$ cat src/rtl/excseq_pkg.sv
package excseq_pkg;
  parameter int XLEN     = 32;
  parameter int CODE_W   = 12;
  parameter int IMASK_W  = 4;

  localparam int SR_BL_BIT  = 28;
  localparam int SR_RB_BIT  = 29;
  localparam int SR_MD_BIT  = 30;
  localparam int SR_FD_BIT  = 15;
  localparam int IMASK_LSB  = 4;

  localparam logic [XLEN-1:0] RESET_PC  = 32'hA000_0000;
  localparam logic [XLEN-1:0] SR_RESET  = 32'h5000_0000;
  localparam logic [XLEN-1:0] OFS_GEN   = 32'h0000_0100;
  localparam logic [XLEN-1:0] OFS_MISS  = 32'h0000_0400;
  localparam logic [XLEN-1:0] OFS_IRQ   = 32'h0000_0600;

  localparam logic [CODE_W-1:0] CODE_RESET = 12'h000;
  localparam logic [CODE_W-1:0] CODE_TRAP  = 12'h160;
  localparam logic [CODE_W-1:0] CODE_KEEP  = 12'h1E0;

  localparam int N_RST_CODES  = 3;
  localparam int N_MISS_CODES = 2;
  localparam logic [N_RST_CODES*CODE_W-1:0]  RST_CODES  = {12'h140, 12'h020, 12'h000};
  localparam logic [N_MISS_CODES*CODE_W-1:0] MISS_CODES = {12'h060, 12'h040};

  typedef enum logic [1:0] {
    CLS_NONE = 2'd0,
    CLS_EXC  = 2'd1,
    CLS_IRQ  = 2'd2
  } evt_cls_e;
endpackage

$ cat src/rtl/excseq_arbiter.sv
module excseq_arbiter
  import excseq_pkg::*;
#(
  parameter int CW = CODE_W
) (
  input  logic          exc_vld_i,
  input  logic [CW-1:0] exc_code_i,
  input  logic          irq_req_i,
  input  logic          irq_vec_vld_i,
  input  logic          bl_i,
  input  logic          sleep_i,
  output evt_cls_e      cls_o,
  output logic [CW-1:0] code_o
);
  logic irq_ok;

  // blocked irq only wakes a sleeping core; controller "none" aborts
  assign irq_ok = irq_req_i & ~exc_vld_i & (~bl_i | sleep_i) & irq_vec_vld_i;

  always_comb begin
    code_o = exc_code_i;
    if (bl_i && (exc_code_i != CW'(CODE_KEEP))) code_o = CW'(CODE_RESET);
  end

  always_comb begin
    if (exc_vld_i)   cls_o = CLS_EXC;
    else if (irq_ok) cls_o = CLS_IRQ;
    else             cls_o = CLS_NONE;
  end
endmodule

$ cat src/rtl/excseq_vector.sv
module excseq_vector
  import excseq_pkg::*;
#(
  parameter int XW = XLEN,
  parameter int CW = CODE_W,
  parameter int MW = IMASK_W
) (
  input  evt_cls_e      cls_i,
  input  logic [CW-1:0] code_i,
  input  logic [XW-1:0] vbr_i,
  input  logic [XW-1:0] sr_i,
  output logic [XW-1:0] pc_o,
  output logic [XW-1:0] sr_o,
  output logic          trap_o
);
  logic [N_RST_CODES-1:0]  rst_hit;
  logic [N_MISS_CODES-1:0] miss_hit;
  logic is_rst, is_miss;

  for (genvar g = 0; g < N_RST_CODES; g++) begin : g_rst
    assign rst_hit[g] = (code_i == CW'(RST_CODES[g*CODE_W +: CODE_W]));
  end
  for (genvar g = 0; g < N_MISS_CODES; g++) begin : g_miss
    assign miss_hit[g] = (code_i == CW'(MISS_CODES[g*CODE_W +: CODE_W]));
  end

  assign is_rst  = |rst_hit;
  assign is_miss = |miss_hit;

  always_comb begin
    sr_o = sr_i;
    sr_o[SR_BL_BIT] = 1'b1;
    sr_o[SR_RB_BIT] = 1'b1;
    sr_o[SR_MD_BIT] = 1'b1;
    pc_o   = vbr_i + XW'(OFS_GEN);
    trap_o = 1'b0;
    unique case (cls_i)
      CLS_EXC: begin
        if (is_rst) begin
          sr_o[SR_FD_BIT] = 1'b0;
          sr_o[IMASK_LSB +: MW] = '1;
          pc_o = XW'(RESET_PC);
        end else if (is_miss) begin
          pc_o = vbr_i + XW'(OFS_MISS);
        end else begin
          trap_o = (code_i == CW'(CODE_TRAP));
        end
      end
      CLS_IRQ: pc_o = vbr_i + XW'(OFS_IRQ);
      default: ;
    endcase
  end
endmodule

$ cat src/rtl/excseq_save.sv
module excseq_save
  import excseq_pkg::*;
#(
  parameter int XW         = XLEN,
  parameter int INSN_BYTES = 2
) (
  input  logic [XW-1:0] pc_i,
  input  logic          dslot_i,
  input  logic          trap_i,
  output logic [XW-1:0] spc_o
);
  localparam logic [XW-1:0] STEP = XW'(INSN_BYTES);
  logic [XW-1:0] rewound;

  // rewind so the branch re-executes; trap resumes after itself
  assign rewound = dslot_i ? (pc_i - STEP) : pc_i;
  assign spc_o   = trap_i ? (rewound + STEP) : rewound;
endmodule

$ cat src/rtl/excseq_entry.sv
module excseq_entry
  import excseq_pkg::*;
#(
  parameter int XW = XLEN,
  parameter int CW = CODE_W,
  parameter int MW = IMASK_W
) (
  input  logic          clk_i,
  input  logic          rst_ni,
  input  logic          exc_vld_i,
  input  logic [CW-1:0] exc_code_i,
  input  logic          irq_req_i,
  output logic [MW-1:0] irq_mask_o,
  input  logic          irq_vec_vld_i,
  input  logic [CW-1:0] irq_vec_i,
  input  logic [XW-1:0] sr_i,
  input  logic [XW-1:0] pc_i,
  input  logic [XW-1:0] r15_i,
  input  logic [XW-1:0] vbr_i,
  input  logic          sleep_i,
  input  logic          dslot_i,
  output logic          taken_o,
  output logic [XW-1:0] sr_o,
  output logic [XW-1:0] ssr_o,
  output logic [XW-1:0] spc_o,
  output logic [XW-1:0] sgr_o,
  output logic [CW-1:0] expevt_o,
  output logic [CW-1:0] intevt_o,
  output logic [XW-1:0] pc_o
);
  evt_cls_e      cls;
  logic [CW-1:0] code_eff;
  logic [XW-1:0] pc_new, sr_new, spc_new;
  logic          trap;

  assign irq_mask_o = sr_i[IMASK_LSB +: MW];

  excseq_arbiter #(.CW(CW)) u_arb (
    .exc_vld_i     (exc_vld_i),
    .exc_code_i    (exc_code_i),
    .irq_req_i     (irq_req_i),
    .irq_vec_vld_i (irq_vec_vld_i),
    .bl_i          (sr_i[SR_BL_BIT]),
    .sleep_i       (sleep_i),
    .cls_o         (cls),
    .code_o        (code_eff)
  );

  excseq_vector #(.XW(XW), .CW(CW), .MW(MW)) u_vec (
    .cls_i  (cls),
    .code_i (code_eff),
    .vbr_i  (vbr_i),
    .sr_i   (sr_i),
    .pc_o   (pc_new),
    .sr_o   (sr_new),
    .trap_o (trap)
  );

  excseq_save #(.XW(XW)) u_save (
    .pc_i    (pc_i),
    .dslot_i (dslot_i),
    .trap_i  (trap),
    .spc_o   (spc_new)
  );

  always_ff @(posedge clk_i or negedge rst_ni) begin
    if (!rst_ni) begin
      taken_o  <= 1'b0;
      sr_o     <= XW'(SR_RESET);
      ssr_o    <= '0;
      spc_o    <= '0;
      sgr_o    <= '0;
      expevt_o <= '0;
      intevt_o <= '0;
      pc_o     <= XW'(RESET_PC);
    end else begin
      taken_o <= (cls != CLS_NONE);
      if (cls != CLS_NONE) begin
        sr_o  <= sr_new;
        ssr_o <= sr_i;
        spc_o <= spc_new;
        sgr_o <= r15_i;
        pc_o  <= pc_new;
        if (cls == CLS_EXC) expevt_o <= code_eff;
        else                intevt_o <= irq_vec_i;
      end
    end
  end
endmodule

$ cat config.mk
export PLATFORM = sky130hd
export DESIGN_NAME = excseq_entry
export DESIGN_NICKNAME = d
export VERILOG_FILES = /design/src/rtl/excseq_pkg.sv /design/src/rtl/excseq_arbiter.sv /design/src/rtl/excseq_vector.sv /design/src/rtl/excseq_save.sv /design/src/rtl/excseq_entry.sv
export SDC_FILE = /design/constraint.sdc
export NUM_CORES = 1
export LEC_CHECK = 0
export CAP_MARGIN = 10
export CORE_MARGIN = 4
export CORE_UTILIZATION = 45
export CTS_BUF_LIST = sky130_fd_sc_hd__clkbuf_16
export CTS_CLUSTER_DIAMETER = 80
export DETAILED_ROUTE_END_ITERATION = 6
export GPL_TIMING_DRIVEN = 1
export HOLD_SLACK_MARGIN = 0.08
export PLACE_DENSITY = 0.79
export RECOVER_POWER = 25
export SYNTH_ARGS = -nofsm -noshare
export SYNTH_HDL_FRONTEND = slang
export SYNTH_SLANG_ARGS = --single-unit
$ cat constraint.sdc
create_clock -name clk_i -period 1.1 [get_ports clk_i]
set_input_delay 0.22 -clock clk_i [delete_from_list [all_inputs] [get_ports clk_i]]
set_output_delay 0.22 -clock clk_i [all_outputs]
set_load 0.03 [all_outputs]
==> reports/results.txt, run 1 <==
The flow did not finish. Progress stopped at 5_1_grt. The tool reported: "[ERROR GRT-0232] Routing congestion too high. Check the congestion heatmap in the GUI". When the last timing repair stopped, the worst path ended at spc_o[25]$_DFFE_PN0P_/D. In this run, CTS created clock tree buffers numbering 17.

The die is 149 um tall. Yosys mapped the design onto 78 distinct sky130hd cell types. The number of enable flip-flop cells after synthesis works out to 0.

After the last repair the worst path ends at a register input. During synthesis, Yosys emitted a total of 0 warnings. Counting instances in the post-synthesis netlist gives the leading cell types as 294 x sky130_fd_sc_hd__nand2_1, 157 x sky130_fd_sc_hd__dfrtp_1, 84 x sky130_fd_sc_hd__nor2_1. The aggregate global-route resource usage came out at 0.963.

Detailed placement finished with a half-perimeter wire length of 25,500 um. Per-instance average area after synthesis: 8.63 um2. The buffer cell driving the clock tree root is sky130_fd_sc_hd__clkbuf_16.

After global routing the overflow that remains totals 1,450. Most frequently used flop master after synthesis: sky130_fd_sc_hd__dfrtp_1. The routability congestion estimate was 0.919; the maximum number of pins on one net before global-route repair was 39.

The total number of clock tree sinks was 159; the gate count after technology mapping was 1,043. The fraction of registers with async set/reset was 1.00. The share of the synthesized area in the top cell type was 0.437; the number of core rows was 51.

Of all cell types, the one taking the most synthesized area is sky130_fd_sc_hd__dfrtp_1. Area of placed instances: 0.0140 mm2. The netlist area before placement came out at 0.00900 mm2. For the share of synthesized area occupied by flip-flops and latches, the log shows 0.442. The starting density of the core was 0.459. The H-tree was split into 4 levels. 348 I/O pins were placed.

The die is 149 um wide. The dominant cell by count in the synthesized netlist is sky130_fd_sc_hd__nand2_1. In this run the tool buffered the top-level ports with 345 buffer cells. The register bit count reported by yosys is 159. By area the synthesized netlist is led by sky130_fd_sc_hd__dfrtp_1 44%, sky130_fd_sc_hd__nand2_1 12%, sky130_fd_sc_hd__xnor2_1 3.9%. No sink is reached through more buffers than the 2 on the longest clock path.
[per-layer routing]
layer | GRT overflow | global-route usage
met1 | 13 | 0.867
met4 | 466 | 1.14
met5 | 5 | 0.327
met3 | 11 | 0.767
met2 | 955 | 1.20
[through the flow]
step | hold WS (ns) | setup WS, ns | cells | setup TNS (ns)
after floorplan | -0.0756 | -1.80 | 1044 | -94.42
after CTS | 0.144 | -1.45 | 1938 | -98.06
after detailed placement | 0.133 | -2.40 | 1772 | -202.14
after global placement | 0.124 | -2.32 | 1772 | -196.44
[cells by family after synthesis]
group,count (synthesis),synth area share
compound gates,151,0.113
other cells,1,0.000417
simple gates,531,0.275
flops,159,0.442
buf+inv,96,0.0580
mux,21,0.0252
xor+xnor,77,0.0758
fa+ha+maj,7,0.00973
[timing repair]
| action | in CTS |
|---|---|
| setup buffers | 100 |
| setup endpoints to repair | 345 |
| hold buffers | 6 |
| gates cloned | 30 |
| pin swaps | 138 |
| endpoints found under the hold margin | 162 |
| gates resized for setup | 468 |
==> run 2: changes to the inputs <==
--- a/config.mk
+++ b/config.mk
@@ -7,13 +7,10 @@
 export LEC_CHECK = 0
 export CAP_MARGIN = 10
 export CORE_MARGIN = 4
-export CORE_UTILIZATION = 45
-export CTS_BUF_LIST = sky130_fd_sc_hd__clkbuf_16
-export CTS_CLUSTER_DIAMETER = 80
+export CORE_UTILIZATION = 40
 export DETAILED_ROUTE_END_ITERATION = 6
 export GPL_TIMING_DRIVEN = 1
-export HOLD_SLACK_MARGIN = 0.08
-export PLACE_DENSITY = 0.79
+export PLACE_DENSITY_LB_ADDON = 0.15
 export RECOVER_POWER = 25
 export SYNTH_ARGS = -nofsm -noshare
 export SYNTH_HDL_FRONTEND = slang
==> run 2 against run 1 <==
  * The flow now finishes, with violations (design-rule violations, negative setup slack)
  * Area after synthesis is the same
  * Synthesized cell count unchanged
==> reports/results.txt, run 2 <==
Number of enable flip-flop cells after synthesis: 0 (unchanged). Setup repair after global routing could not meet its margin everywhere. Fill cells in the final layout number 1,086.

The post-route clock period utilization came out at 2.37. The proportion of layout cells with a drive suffix above 1 is 0.543. The run gives 1 as the number of DRC violations after detailed routing.

The area growth from synthesis to layout is 109%, and the data arrival time of the critical path is 2.94 ns. The later pin in the worst-skew pair is clocked with a latency of 0.43 ns. Dominant cells by area after synthesis: sky130_fd_sc_hd__dfrtp_1 44%, sky130_fd_sc_hd__nand2_1 12%, sky130_fd_sc_hd__xnor2_1 3.9% (unchanged).

TritonCTS built the clock tree. For the area of all placed cells without fillers, the log shows 0.0188 mm2. Setup violations remaining at the end of the flow were counted as 339. Max capacitance violation total: 0. For this design the ratio of total power to cell area is 1170 mW/mm2. The vertical extent of the die is 158 um (was 149 um), and the total number of clock tree sinks is 159 (unchanged). The critical path contains buffers and inverters numbering 3 combined. The per-instance average area after synthesis was 8.63 um2 (unchanged).

The register clock-pin slew on the reported worst setup and hold paths was 0.07 ns; the vias after detailed routing was 11,100. The tools report the number of top-level pins as 348 (unchanged). Aggregate global-route resource usage: 0.313. After detailed routing, the average wire length per cell comes to 22.5 um. The share of the synthesized area in the top cell type is 0.437 (unchanged), and the number of cells after detailed placement is 1,809 (was 1,772). The final HPWL from detailed placement came out at 25,800 um (was 25,500 um). The dominant cell by count in the synthesized netlist was sky130_fd_sc_hd__nand2_1 (unchanged). The multi-input combinational cells in the finished layout cover a total of 0.00610 mm2. The hold violation count in the final report was 0; the number of detailed-routing iterations run before antenna repair was 7. The most frequently used flop master after synthesis is sky130_fd_sc_hd__dfrtp_1 (unchanged).

For the post-route antenna net violation count, the log shows 0. After the flow finishes, the layout carries non-filler instances totaling 2,012. The peak fanout along the critical path was 3; the maximum level of the CTS H-tree was 4 (unchanged). Summed over all layers, the global routing overflow is 0.

The first routing iteration left 907 violations. Core outline area: 0.0220 mm2. For the netlist area before placement, the log shows 0.00900 mm2 (unchanged).

In the layout the commonest cells are 284 x sky130_fd_sc_hd__buf_4, 223 x sky130_fd_sc_hd__buf_6, 178 x sky130_fd_sc_hd__nand2_1. The run gives 22.0 mW as the total power after layout. Fraction of registers with async set/reset: 1.00 (unchanged). The run finished, with violations left. Entering global routing, the biggest net connects 35 pins.

The worst setup path is launched from a primary input. The checks that failed: design-rule violations, negative setup slack. For the pin with the worst max-slew slack, the measured transition is 0.611 ns. The tools report the number of buffers inserted during clock tree synthesis as 17 (unchanged). Routability congestion estimate: 0.921 (was 0.919). Dominant cell type by area after synthesis: sky130_fd_sc_hd__dfrtp_1 (unchanged). The tools report the max-slew violation total from the final report as 0.

The full die area came out at 0.0250 mm2. The worst slew margin relative to its limit was 0.593. The largest single stage delay on the critical path is 0.54 ns.

Data on the critical path is required at its endpoint by 1.44 ns. The gate count after technology mapping is 1,043 (unchanged), and the number of core rows is 54 (was 51). Worst hold-check path type: primary input to flop. The library cell used most frequently in the layout, excluding fill and tap cells, is sky130_fd_sc_hd__buf_4.

The first-pass GRT wire length is 60,600 um. Setup TNS after final layout: -114.16 ns. The share of synthesized area occupied by flip-flops and latches is 0.442 (unchanged), and the ratio of routed vias to standard cells is 5.52. The run gives 3 as the number of antenna violations at the first check in global routing. The area of placed instances is 0.0143 mm2 (was 0.0140 mm2). The worst slack after detailed placement was -2.45 ns (was -2.40 ns). The kind of cell with the highest combined delay on the critical path was simple AND/OR/NAND/NOR gates.

The run gives 0.410 (was 0.459) as the starting density of the core. The worst setup path is captured at a flop. Timing would allow up to 384 MHz. The cell seen most often among critical-path stages was sky130_fd_sc_hd__or4b_4. For the number of unique standard cell types used by synthesis, the log shows 78 (unchanged). The register bit count reported by yosys was 159 (unchanged); the final layout net count was 1,881.

The post-layout worst setup margin is -1.51 ns. The kind of critical path is primary input to flop. Width of the chip: 158 um (was 149 um).

Buffer cell driving the clock tree root: sky130_fd_sc_hd__clkbuf_16 (unchanged). The number of global-route vias before repair came out at 11,100. The cell at the slowest stage of the critical path is sky130_fd_sc_hd__or4b_4. The logs give 8.69 nW for the total leakage power and 0.00400 mm2 for the sequential cell area. The tools report the maximum clock skew at final layout as 0 ns. Post-synth top cells: 294 x sky130_fd_sc_hd__nand2_1, 157 x sky130_fd_sc_hd__dfrtp_1, 84 x sky130_fd_sc_hd__nor2_1 (unchanged).

The clock period minus worst slack was 2.61 ns; the number of warnings printed during yosys synthesis was 0 (unchanged). Number of I/O port buffers: 345 (unchanged). For the clock tree buffer depth, the log shows 2 (unchanged). The routed design has 45,200 um of wire.

Across the VDD grid, the largest voltage drop is 1040 uV. The signal on the critical path passes through buf_8 -> inv_4 -> ha_4 -> or4b_4 -> buf_4 -> nor4_4 -> a31oi_2 -> a2111oi_4 -> or4b_4 -> or3_4 -> and3_4 -> a211oi_2.
## run 2: what timing repair did
action,4_1_cts,5_1_grt
gates resized for setup,506,212
endpoints found under the hold margin,23,0
buffers inserted,92,72
cloned,19,0
endpoints found under the setup margin,344,338
pin swaps,97,111
hold buffers,1,0
## run 2: cells by family (layout without fill, tap and decap cells)
group,count (synthesis),after routing,share of synthesized area
flip-flops,159,159,0.442
multiplexers,21,21,0.0252
XOR/XNOR,77,77,0.0758
AO/OA/AOI/OAI,151,151,0.113
AND/OR/NAND/NOR,531,532,0.275
adder cells (fa/ha/maj),7,7,0.00973
buffers and inverters,96,779,0.0580
other,1,6,0.000417
## run 2: area by class of cell
cell class / count / area share
Multi-Input combinational cell: 790 / 0.324
Inverter: 11 / 0.00346
Antenna cell: 4 / 0.000532
Sequential cell: 159 / 0.213
Timing Repair inverter: 2 / 0.000666
Clock inverter: 15 / 0.0101
Timing Repair Buffer: 734 / 0.407
Clock buffer: 17 / 0.0226
Tap cell: 280 / 0.0186
## run 2: worst paths after layout
path	start	to	slack, ns	cells after the start
worst max-delay path	pc_i[2]	spc_o[25]	-1.51	12
worst min-delay path	exc_code_i[4]	expevt_o[4]	0.04	3
worst max register to register	intevt_o[6]	intevt_o[6]	0.04	3
worst min register to register	sr_o[29]	sr_o[29]	0.50	1
max in group asynchronous	rst_ni	ssr_o[3]	0.08	3
min in group asynchronous	rst_ni	intevt_o[3]	0.38	2
## run 2: worst register-to-register path: cells and delay by family, from the launching register on
| kind | cells | cell delay, ns |
|---|---|---|
| DFF | 1 | 0.42 |
| muxes | 1 | 0.26 |
| buffers and inverters | 2 | 0.27 |
## run 2: layer usage
| layer | track usage | share of wire | wire length [um] |
|---|---|---|---|
| met1 | 0.344 | 0.35 | 15900 |
| met2 | 0.552 | 0.50 | 22800 |
| met3 | 0.0727 | 0.077 | 3460 |
| met4 | 0.182 | 0.069 | 3110 |
| met5 | 0 | 0 | 0 |
## run 2: report_power, final
part           switching, mW  internal (mW)  leakage, nW  total [mW]
Sequential             0.671           6.51         1.90        7.18
Clock                   3.14           3.12        0.296        6.26
Combinational           4.27           4.25         6.49        8.52
## run 2: per-stage QoR
stage	hold slack, ns	utilization
2_1_floorplan	-0.0756	-
3_3_place_gp	0.161	0.650
3_5_place_dp	0.174	0.650
4_1_cts	0.0133	0.801
5_1_grt	0.0364	0.856
6_report	0.0411	0.856
(Power assumes the default switching activity.)
==> run 3: changes to the inputs <==
--- a/config.mk
+++ b/config.mk
@@ -9,6 +9,7 @@
 export CORE_MARGIN = 4
 export CORE_UTILIZATION = 40
 export DETAILED_ROUTE_END_ITERATION = 6
+export DONT_BUFFER_PORTS = 1
 export GPL_TIMING_DRIVEN = 1
 export PLACE_DENSITY_LB_ADDON = 0.15
 export RECOVER_POWER = 25
==> run 3 against run 2 <==
  * The run ends with negative hold slack, negative setup slack left
  * Final area decreased by 23%
  * Clock skew unchanged
  * Largest cell class is now multi-input combinational cells
  * First-iteration DRC count is 45% lower
  * Sequential share of layout area grew 7.0 points
==> reports/results.txt, run 3 (same netlist as run 2, synthesis figures left out) <==
The flow ran to the end, but the final reports show violations. Violated checks: negative hold slack, negative setup slack (was design-rule violations, negative setup slack). Number of top-level pins: 348 (unchanged).

Startpoint kind of the worst setup timing path: a primary input (unchanged). Critical-path cell list: or4_4 -> nor3_4 -> nand3_2 -> a2111oi_4 -> or4b_4 -> buf_6 -> o31a_2 -> o31ai_1 (was buf_8 -> inv_4 -> ha_4 -> or4b_4 -> buf_4 -> nor4_4 -> a31oi_2 -> a2111oi_4 -> or4b_4 -> or3_4 -> and3_4 -> a211oi_2). For the clock latency on the worst-skew pair, the log shows 0.42 ns (was 0.43 ns). The fmax is 407 MHz (was 384 MHz), and the maximum number of pins on one net before global-route repair is 160 (was 35). The worst hold-check path type is primary input to asynchronous set/reset pin (was primary input to flop). The tools report the aggregate global-route resource usage as 0.251 (was 0.313). The kind of end point of the critical path was a flop (unchanged).

The number of DRC violations after detailed routing is 0 (was 1), and the post-layout worst setup margin is -1.36 ns (was -1.51 ns). The kind of critical path was primary input to flop (unchanged). For the starting density of the core, the log shows 0.410 (unchanged).

The max capacitance violation total is 0 (unchanged), and the slew at the pin closest to its max-slew limit is 0.494 ns (was 0.611 ns). The tools report the total number of clock tree sinks as 159 (unchanged). The ratio of routed vias to standard cells was 5.33 (was 5.52); the core outline area was 0.0220 mm2 (unchanged). The uppermost metal layer occupied by signal nets is met4 (unchanged).

TritonCTS built the clock tree. The logs give 1 (was 3) for the number of antenna violations at the first check in global routing and 13,000 um (was 15,900 um) for the routed metal-1 wirelength. The final layout net count is 1,563 (was 1,881), and the final-report setup violation count is 259 (was 339).

The cell at the slowest stage of the critical path was sky130_fd_sc_hd__or4_4 (was sky130_fd_sc_hd__or4b_4). The maximum level of the CTS H-tree was 4 (unchanged). The final routed wire length divided by cell count came out at 19.3 um (was 22.5 um). The full die area came out at 0.0250 mm2 (unchanged). The tools report the number of core rows as 54 (unchanged). The logs give 0.889 (was 0.921) for the routability congestion estimate and 32,600 um (was 45,200 um) for the detailed-route wire length. The number of global-route vias before repair was 8,929 (was 11,100). The tools report the launch point of the worst reg-to-reg path as pc_o[24] (was intevt_o[6]). The data required time of the critical path was 1.44 ns (about the same); the hold violation count in the final report was 159 (was 0). The total leakage power was 6.35 nW (was 8.69 nW). Proportion of layout cells with a drive suffix above 1: 0.399 (was 0.543). The number of I/O port buffers came out at 0 (was 345). The power density over the cells was 1280 mW/mm2 (was 1170 mW/mm2). The area growth from synthesis to layout came out at 59.9% (was 109%). The register clock-pin slew on the reported worst setup and hold paths is 0.08 ns (was 0.07 ns).

Setup repair after global routing could not meet its margin everywhere. Peak per-stage delay on the critical path: 0.55 ns (was 0.54 ns). The clock tree buffer depth is 2 (unchanged), and the clock period minus worst slack is 2.46 ns (was 2.61 ns). The worst reg-to-reg path cell count came out at 3 (unchanged). The peak fanout along the critical path was 5 (was 3); the leftover overflow at the end of global routing was 0 (unchanged).

The vertical extent of the die was 158 um (unchanged); the peak supply drop was 911 uV (was 1040 uV). The width of the chip was 158 um (unchanged). The reg-to-reg endpoint was pc_o[24] (was intevt_o[6]). The hold-fix buffer count after cts is 117 (was 1), and the hold slack is -0.520 ns (was 0.0411 ns). The flop-to-flop setup slack was 0.04 ns (about the same); the maximum clock skew at final layout was 0 ns (unchanged). The leading cell type in the layout, fill and taps excluded is sky130_fd_sc_hd__nand2_1 (was sky130_fd_sc_hd__buf_4). The tools report the first-pass GRT wire length as 49,300 um (was 60,600 um). The data arrival time of the critical path was 2.80 ns (was 2.94 ns); the violation count after the first detailed-route iteration was 496 (was 907).

The max-slew violation total from the final report was 0 (unchanged); the area of all placed cells without fillers was 0.0144 mm2 (was 0.0188 mm2). Area of placed instances: 0.0110 mm2 (was 0.0143 mm2). The run gives 9,021 (was 11,100) as the vias after detailed routing. The post-route clock period utilization came out at 2.23 (was 2.37).

The number of detailed-routing iterations run before antenna repair is 5 (was 7). The logs give 17 (unchanged) for the number of buffers inserted during clock tree synthesis and 22,200 um (was 25,800 um) for the final HPWL from detailed placement. For the wire length on met2, the log shows 16,100 um (was 22,800 um). The tools report the post-route antenna net violation count as 0 (unchanged). Commonest cells after routing, fill and taps aside: 284 x sky130_fd_sc_hd__nand2_1, 164 x sky130_fd_sc_hd__buf_4, 127 x sky130_fd_sc_hd__buf_6 (was 284 x sky130_fd_sc_hd__buf_4, 223 x sky130_fd_sc_hd__buf_6, 178 x sky130_fd_sc_hd__nand2_1). The worst slew margin relative to its limit came out at 0.668 (was 0.593). The detailed-routed wire length on met3 was 2400 um (was 3460 um). The buffer cell driving the clock tree root was sky130_fd_sc_hd__clkbuf_16 (unchanged).
[run 3: changes by cell type in the layout (fill, tap and decap cells not counted), moves of 58 or more]
cell,previous run,this run
sky130_fd_sc_hd__nand2_1,178,284
sky130_fd_sc_hd__buf_6,223,127
sky130_fd_sc_hd__buf_4,284,164
sky130_fd_sc_hd__nand2_2,66,8
sky130_fd_sc_hd__clkdlybuf4s50_1,122,0
sky130_fd_sc_hd__dlygate4sd3_1,1,116
[run 3: cell type report]
cell class	instances	area (um2)
fillers	1692	7570
multi-input cells	790	5250
clock buffers	17	425
flip-flops and latches	159	4070
clock inverters	15	194
inverters	11	56.3
diodes	1	2.50
well taps	280	350
repair buffers	418	4040
[run 3: what timing repair did]
action / CTS / global route
gates cloned: 1 / 0
setup buffers: 35 / 21
gates resized for setup: 269 / 53
hold endpoints to repair: 286 / 159
pin swaps: 56 / 36
endpoints found under the setup margin: 259 / 259
[run 3: worst max path at each step]
stage                   startpoint        end  slack, ns
global route        exc_code_i[10]  spc_o[27]      -1.40
global placement     exc_code_i[4]  spc_o[27]      -1.84
detailed placement         pc_i[2]  spc_o[27]      -1.92
finish              exc_code_i[10]  spc_o[27]      -1.36
floorplan                  pc_i[3]  spc_o[25]      -1.80
CTS                 exc_code_i[10]  spc_o[27]      -1.37
[run 3: report_power, final]
part	leakage, nW	switching (mW)	internal, mW	total, mW
clock	0.297	2.90	3.28	6.18
combinational	4.21	2.40	2.21	4.61
sequential	1.84	1.14	6.55	7.69
[run 3: per-stage QoR]
| step | setup WS [ns] | std cells | TNS, ns | power [mW] | util |
|---|---|---|---|---|---|
| finish | -1.36 | 1691 | -72.54 | 18.5 | 0.655 |
| floorplan | -1.80 | 1044 | -94.42 | 10.0 | - |
| global placement | -1.84 | 1489 | -106.35 | 11.2 | 0.503 |
| global route | -1.40 | 1691 | -83.07 | 19.2 | 0.655 |
| CTS | -1.37 | 1671 | -77.34 | 18.4 | 0.637 |
| detailed placement | -1.92 | 1489 | -107.99 | 11.3 | 0.503 |
[run 3: metal layers]
layer / vias to the layer above / global-route usage
li1: 4267 / -
met1: 4330 / 0.310
met3: 73 / 0.0615
met5: - / 0
met2: 351 / 0.424
met4: 0 / 0.0959
[run 3: worst max-delay path, delay by kind of cell]
family	cells	cell delay, ns
and+or+nand+nor	4	1.51
buffers and inverters	1	0.15
AOI/OAI and AO/OA	3	0.91
==> run 4: changes to the inputs <==
--- a/config.mk
+++ b/config.mk
@@ -13,6 +13,7 @@
 export GPL_TIMING_DRIVEN = 1
 export PLACE_DENSITY_LB_ADDON = 0.15
 export RECOVER_POWER = 25
+export SETUP_SLACK_MARGIN = 0.2
 export SYNTH_ARGS = -nofsm -noshare
 export SYNTH_HDL_FRONTEND = slang
 export SYNTH_SLANG_ARGS = --single-unit
==> run 4 against run 3 <==
  * Sequential power up 4.9%
  * The flow still finishes with violations (negative hold slack, negative setup slack)
  * Highest routed layer unchanged
  * Clock-buffer cell count unchanged
  * Fmax increased by 1.4%
  * Largest cell class unchanged
  * Flip-flop and latch count did not move
  * Worst setup slack gained 0.034 ns
  * Non-clock buffer count down 29
==> reports/results.txt, run 4 (same netlist as run 2, synthesis figures left out) <==
The run finished, with violations left. Violated checks: negative hold slack, negative setup slack (unchanged). The peak fanout along the critical path is 6 (was 5).

The max-slew violation total from the final report was 0 (unchanged); the final HPWL from detailed placement was 22,000 um (was 22,200 um). The number of I/O port buffers was 0 (unchanged). The total number of clock tree sinks is 159 (unchanged), and the violation count after the first detailed-route iteration is 538 (was 496). The tools report the area of placed instances as 0.0107 mm2 (was 0.0110 mm2). TritonCTS built the clock tree. The power density over the cells works out to 1290 mW/mm2 (was 1280 mW/mm2). The cell seen most often among critical-path stages was sky130_fd_sc_hd__or4b_4. The number of global-route vias before repair is 8,710 (was 8,929), and the relative contribution of the clock network to total power is 0.339 (was 0.335). The clock tree buffer depth is 2 (unchanged), and the final layout net count is 1,534 (was 1,563). The tools report the buffer cell driving the clock tree root as sky130_fd_sc_hd__clkbuf_16 (unchanged). The number of detailed-routing iterations run before antenna repair is 5 (unchanged), and the leftover overflow at the end of global routing is 0 (unchanged). Setup repair after global routing could not meet its margin everywhere.

The number of core rows came out at 54 (unchanged). The number of cells after detailed placement came out at 1,445 (was 1,489). For the data arrival time of the critical path, the log shows 2.76 ns (was 2.80 ns). Kind of critical path: primary input to flop (unchanged). Ratio of routed vias to standard cells: 5.35 (was 5.33). The peak per-stage delay on the critical path works out to 0.53 ns (was 0.55 ns). Area growth from synthesis to layout: 57.6% (was 59.9%).

The share of the core filled with cells in the final layout came out at 0.646 (was 0.655). The run gives 1,739 (was 1,692) as the number of fill cells in the layout. Number of antenna violations at the first check in global routing: 2 (was 1). The maximum clock skew at final layout was 0 ns (unchanged). The data required time of the critical path was 1.43 ns (was 1.44 ns); the final cell count without fillers was 1,663 (was 1,691). The detailed-route wire length came out at 33,100 um (was 32,600 um). For the proportion of power drawn by flip-flops and latches, the log shows 0.441 (was 0.416). The startpoint kind of the worst setup timing path is a primary input (unchanged). The cell at the slowest stage of the critical path was sky130_fd_sc_hd__or4b_4 (was sky130_fd_sc_hd__or4_4).

The width of the chip is 158 um (unchanged). The aggregate global-route resource usage is 0.245 (was 0.251), and the core outline area is 0.0220 mm2 (unchanged). Post-route antenna net violation count: 0 (unchanged). The fmax was 412 MHz (was 407 MHz). Proportion of layout cells with a drive suffix above 1: 0.397 (was 0.399).

Switching fraction of total power: 0.350 (was 0.348). The number of buffers inserted during clock tree synthesis is 17 (unchanged), and the final-report setup violation count is 259 (unchanged). Worst hold-check path type: primary input to asynchronous set/reset pin (unchanged).

The total leakage power was 6.16 nW (was 6.35 nW). The leading cell type in the layout, fill and taps excluded is sky130_fd_sc_hd__nand2_1 (unchanged). The switching component of the power is 6.41 mW (was 6.44 mW). The register clock-pin slew on the reported worst setup and hold paths came out at 0.08 ns (about the same). The run gives 0.410 (unchanged) as the starting density of the core.

The logs give 11.9 mW (was 12.0 mW) for the internal power component and 159 (unchanged) for the hold violation count in the final report. The maximum number of pins on one net before global-route repair was 160 (unchanged); the worst slack after detailed placement was -1.88 ns (was -1.92 ns). The vias after detailed routing was 8,903 (was 9,021). The clock latency on the worst-skew pair was 0.42 ns (about the same). Number of DRC violations after detailed routing: 0 (unchanged). The first-pass GRT wire length was 48,100 um (was 49,300 um); the slew at the pin closest to its max-slew limit was 0.626 ns (was 0.494 ns). The tools report the area of all placed cells without fillers as 0.0142 mm2 (was 0.0144 mm2). Peak supply drop: 903 uV (was 911 uV). Maximum level of the CTS H-tree: 4 (unchanged).

Post-layout worst setup margin: -1.32 ns (was -1.36 ns). Max capacitance violation total: 0 (unchanged). Critical-path cell list: or4b_4 -> nor4_2 -> a31oi_2 -> a2111oi_4 -> or4b_4 -> buf_6 -> o31a_2 -> o31ai_1 (was or4_4 -> nor3_4 -> nand3_2 -> a2111oi_4 -> or4b_4 -> buf_6 -> o31a_2 -> o31ai_1). The part of the power in combinational logic was 0.220 (was 0.249); the final routed wire length divided by cell count was 19.9 um (was 19.3 um). The full die area is 0.0250 mm2 (unchanged), and the hold-fix buffer count after cts is 118 (was 117). The post-route clock period utilization is 2.20 (was 2.23). The tools report the kind of end point of the critical path as a flop (unchanged).

The clock period minus worst slack is 2.42 ns (was 2.46 ns). The vertical extent of the die works out to 158 um (unchanged). Commonest cells after routing, fill and taps aside: 282 x sky130_fd_sc_hd__nand2_1, 165 x sky130_fd_sc_hd__buf_4, 117 x sky130_fd_sc_hd__dlygate4sd3_1 (was 284 x sky130_fd_sc_hd__nand2_1, 164 x sky130_fd_sc_hd__buf_4, 127 x sky130_fd_sc_hd__buf_6).

The hold slack was -0.522 ns (was -0.520 ns); the worst slew margin relative to its limit was 0.583 (was 0.668). The number of top-level pins was 348 (unchanged); the routability congestion estimate was 0.880 (was 0.889).
[run 4: changes by cell type in the layout (fill, tap and decap cells not counted), moves of 5 or more]
cell | before | now
sky130_fd_sc_hd__buf_6 | 127 | 94
sky130_fd_sc_hd__dfrtp_1 | 86 | 68
sky130_fd_sc_hd__dfrtp_2 | 71 | 78
sky130_fd_sc_hd__dfrtp_4 | 0 | 11
sky130_fd_sc_hd__mux2_2 | 13 | 7
sky130_fd_sc_hd__mux2_4 | 0 | 6
sky130_fd_sc_hd__nor3_4 | 9 | 4
sky130_fd_sc_hd__o21ai_2 | 9 | 3
[run 4: routing by layer]
| layer | track usage | vias up | wire [um] |
|---|---|---|---|
| met2 | 0.432 | 305 | 16500 |
| met4 | 0.0739 | 0 | 786 |
| met3 | 0.0618 | 44 | 2330 |
| met1 | 0.295 | 4346 | 13500 |
| li1 | - | 4208 | - |
| met5 | 0 | - | 0 |
[run 4: final timing paths]
path | to | from | depth (start not counted) | slack (ns)
worst max-delay path | spc_o[27] | pc_i[8] | 8 | -1.32
worst min-delay path | ssr_o[8] | rst_ni | 0 | -0.52
worst max register to register | pc_o[14] | pc_o[14] | 2 | 0.14
worst min register to register | sr_o[29] | sr_o[29] | 1 | 0.51
max in group asynchronous | pc_o[29] | rst_ni | 0 | 1.29
min in group clk_i | pc_o[12] | exc_vld_i | 2 | 0
[run 4: timing repair]
item                                   4_1_cts  5_1_grt
setup endpoints to repair                  259      317
setup buffers                               34       27
resized for setup                          237       64
endpoints found under the hold margin      286      159
cloned                                       1        4
pin swaps                                   42       38
[run 4: critical path, delay by kind of cell]
kind / cells / cell delay [ns]
AOI/OAI and AO/OA: 4 / 1.00
buffers and inverters: 1 / 0.15
and+or+nand+nor: 3 / 1.38
[run 4: power groups by stage]
stage / clock, mW / combinational (mW) / sequential (mW)
6_report: 6.21 / 4.04 / 8.07
5_1_grt: 6.62 / 4.31 / 8.14
4_1_cts: 6.36 / 3.75 / 8.06
3_5_place_dp: 0 / 3.00 / 8.04
3_3_place_gp: 0 / 2.97 / 8.03
2_1_floorplan: 0 / 1.78 / 8.28
[run 4: cell type report]
cell class	count	area, um2	share of cell area
Clock buffer	17	425	0.0300
Timing Repair Buffer	389	3750	0.264
Inverter	11	95.1	0.00670
Tap cell	280	350	0.0247
Antenna cell	2	5.00	0.000353
Clock inverter	15	190	0.0134
Multi-Input combinational cell	790	5250	0.370
Sequential cell	159	4120	0.291
[run 4: metrics by stage]
| step | power [mW] | hold slack (ns) | TNS [ns] |
|---|---|---|---|
| 4_1_cts | 18.2 | -0.541 | -75.82 |
| 3_3_place_gp | 11.0 | -0.0698 | -107.59 |
| 5_1_grt | 19.1 | -0.551 | -84.64 |
| 2_1_floorplan | 10.1 | -0.0756 | -94.28 |
| 6_report | 18.3 | -0.522 | -73.90 |
| 3_5_place_dp | 11.0 | -0.0700 | -108.74 |
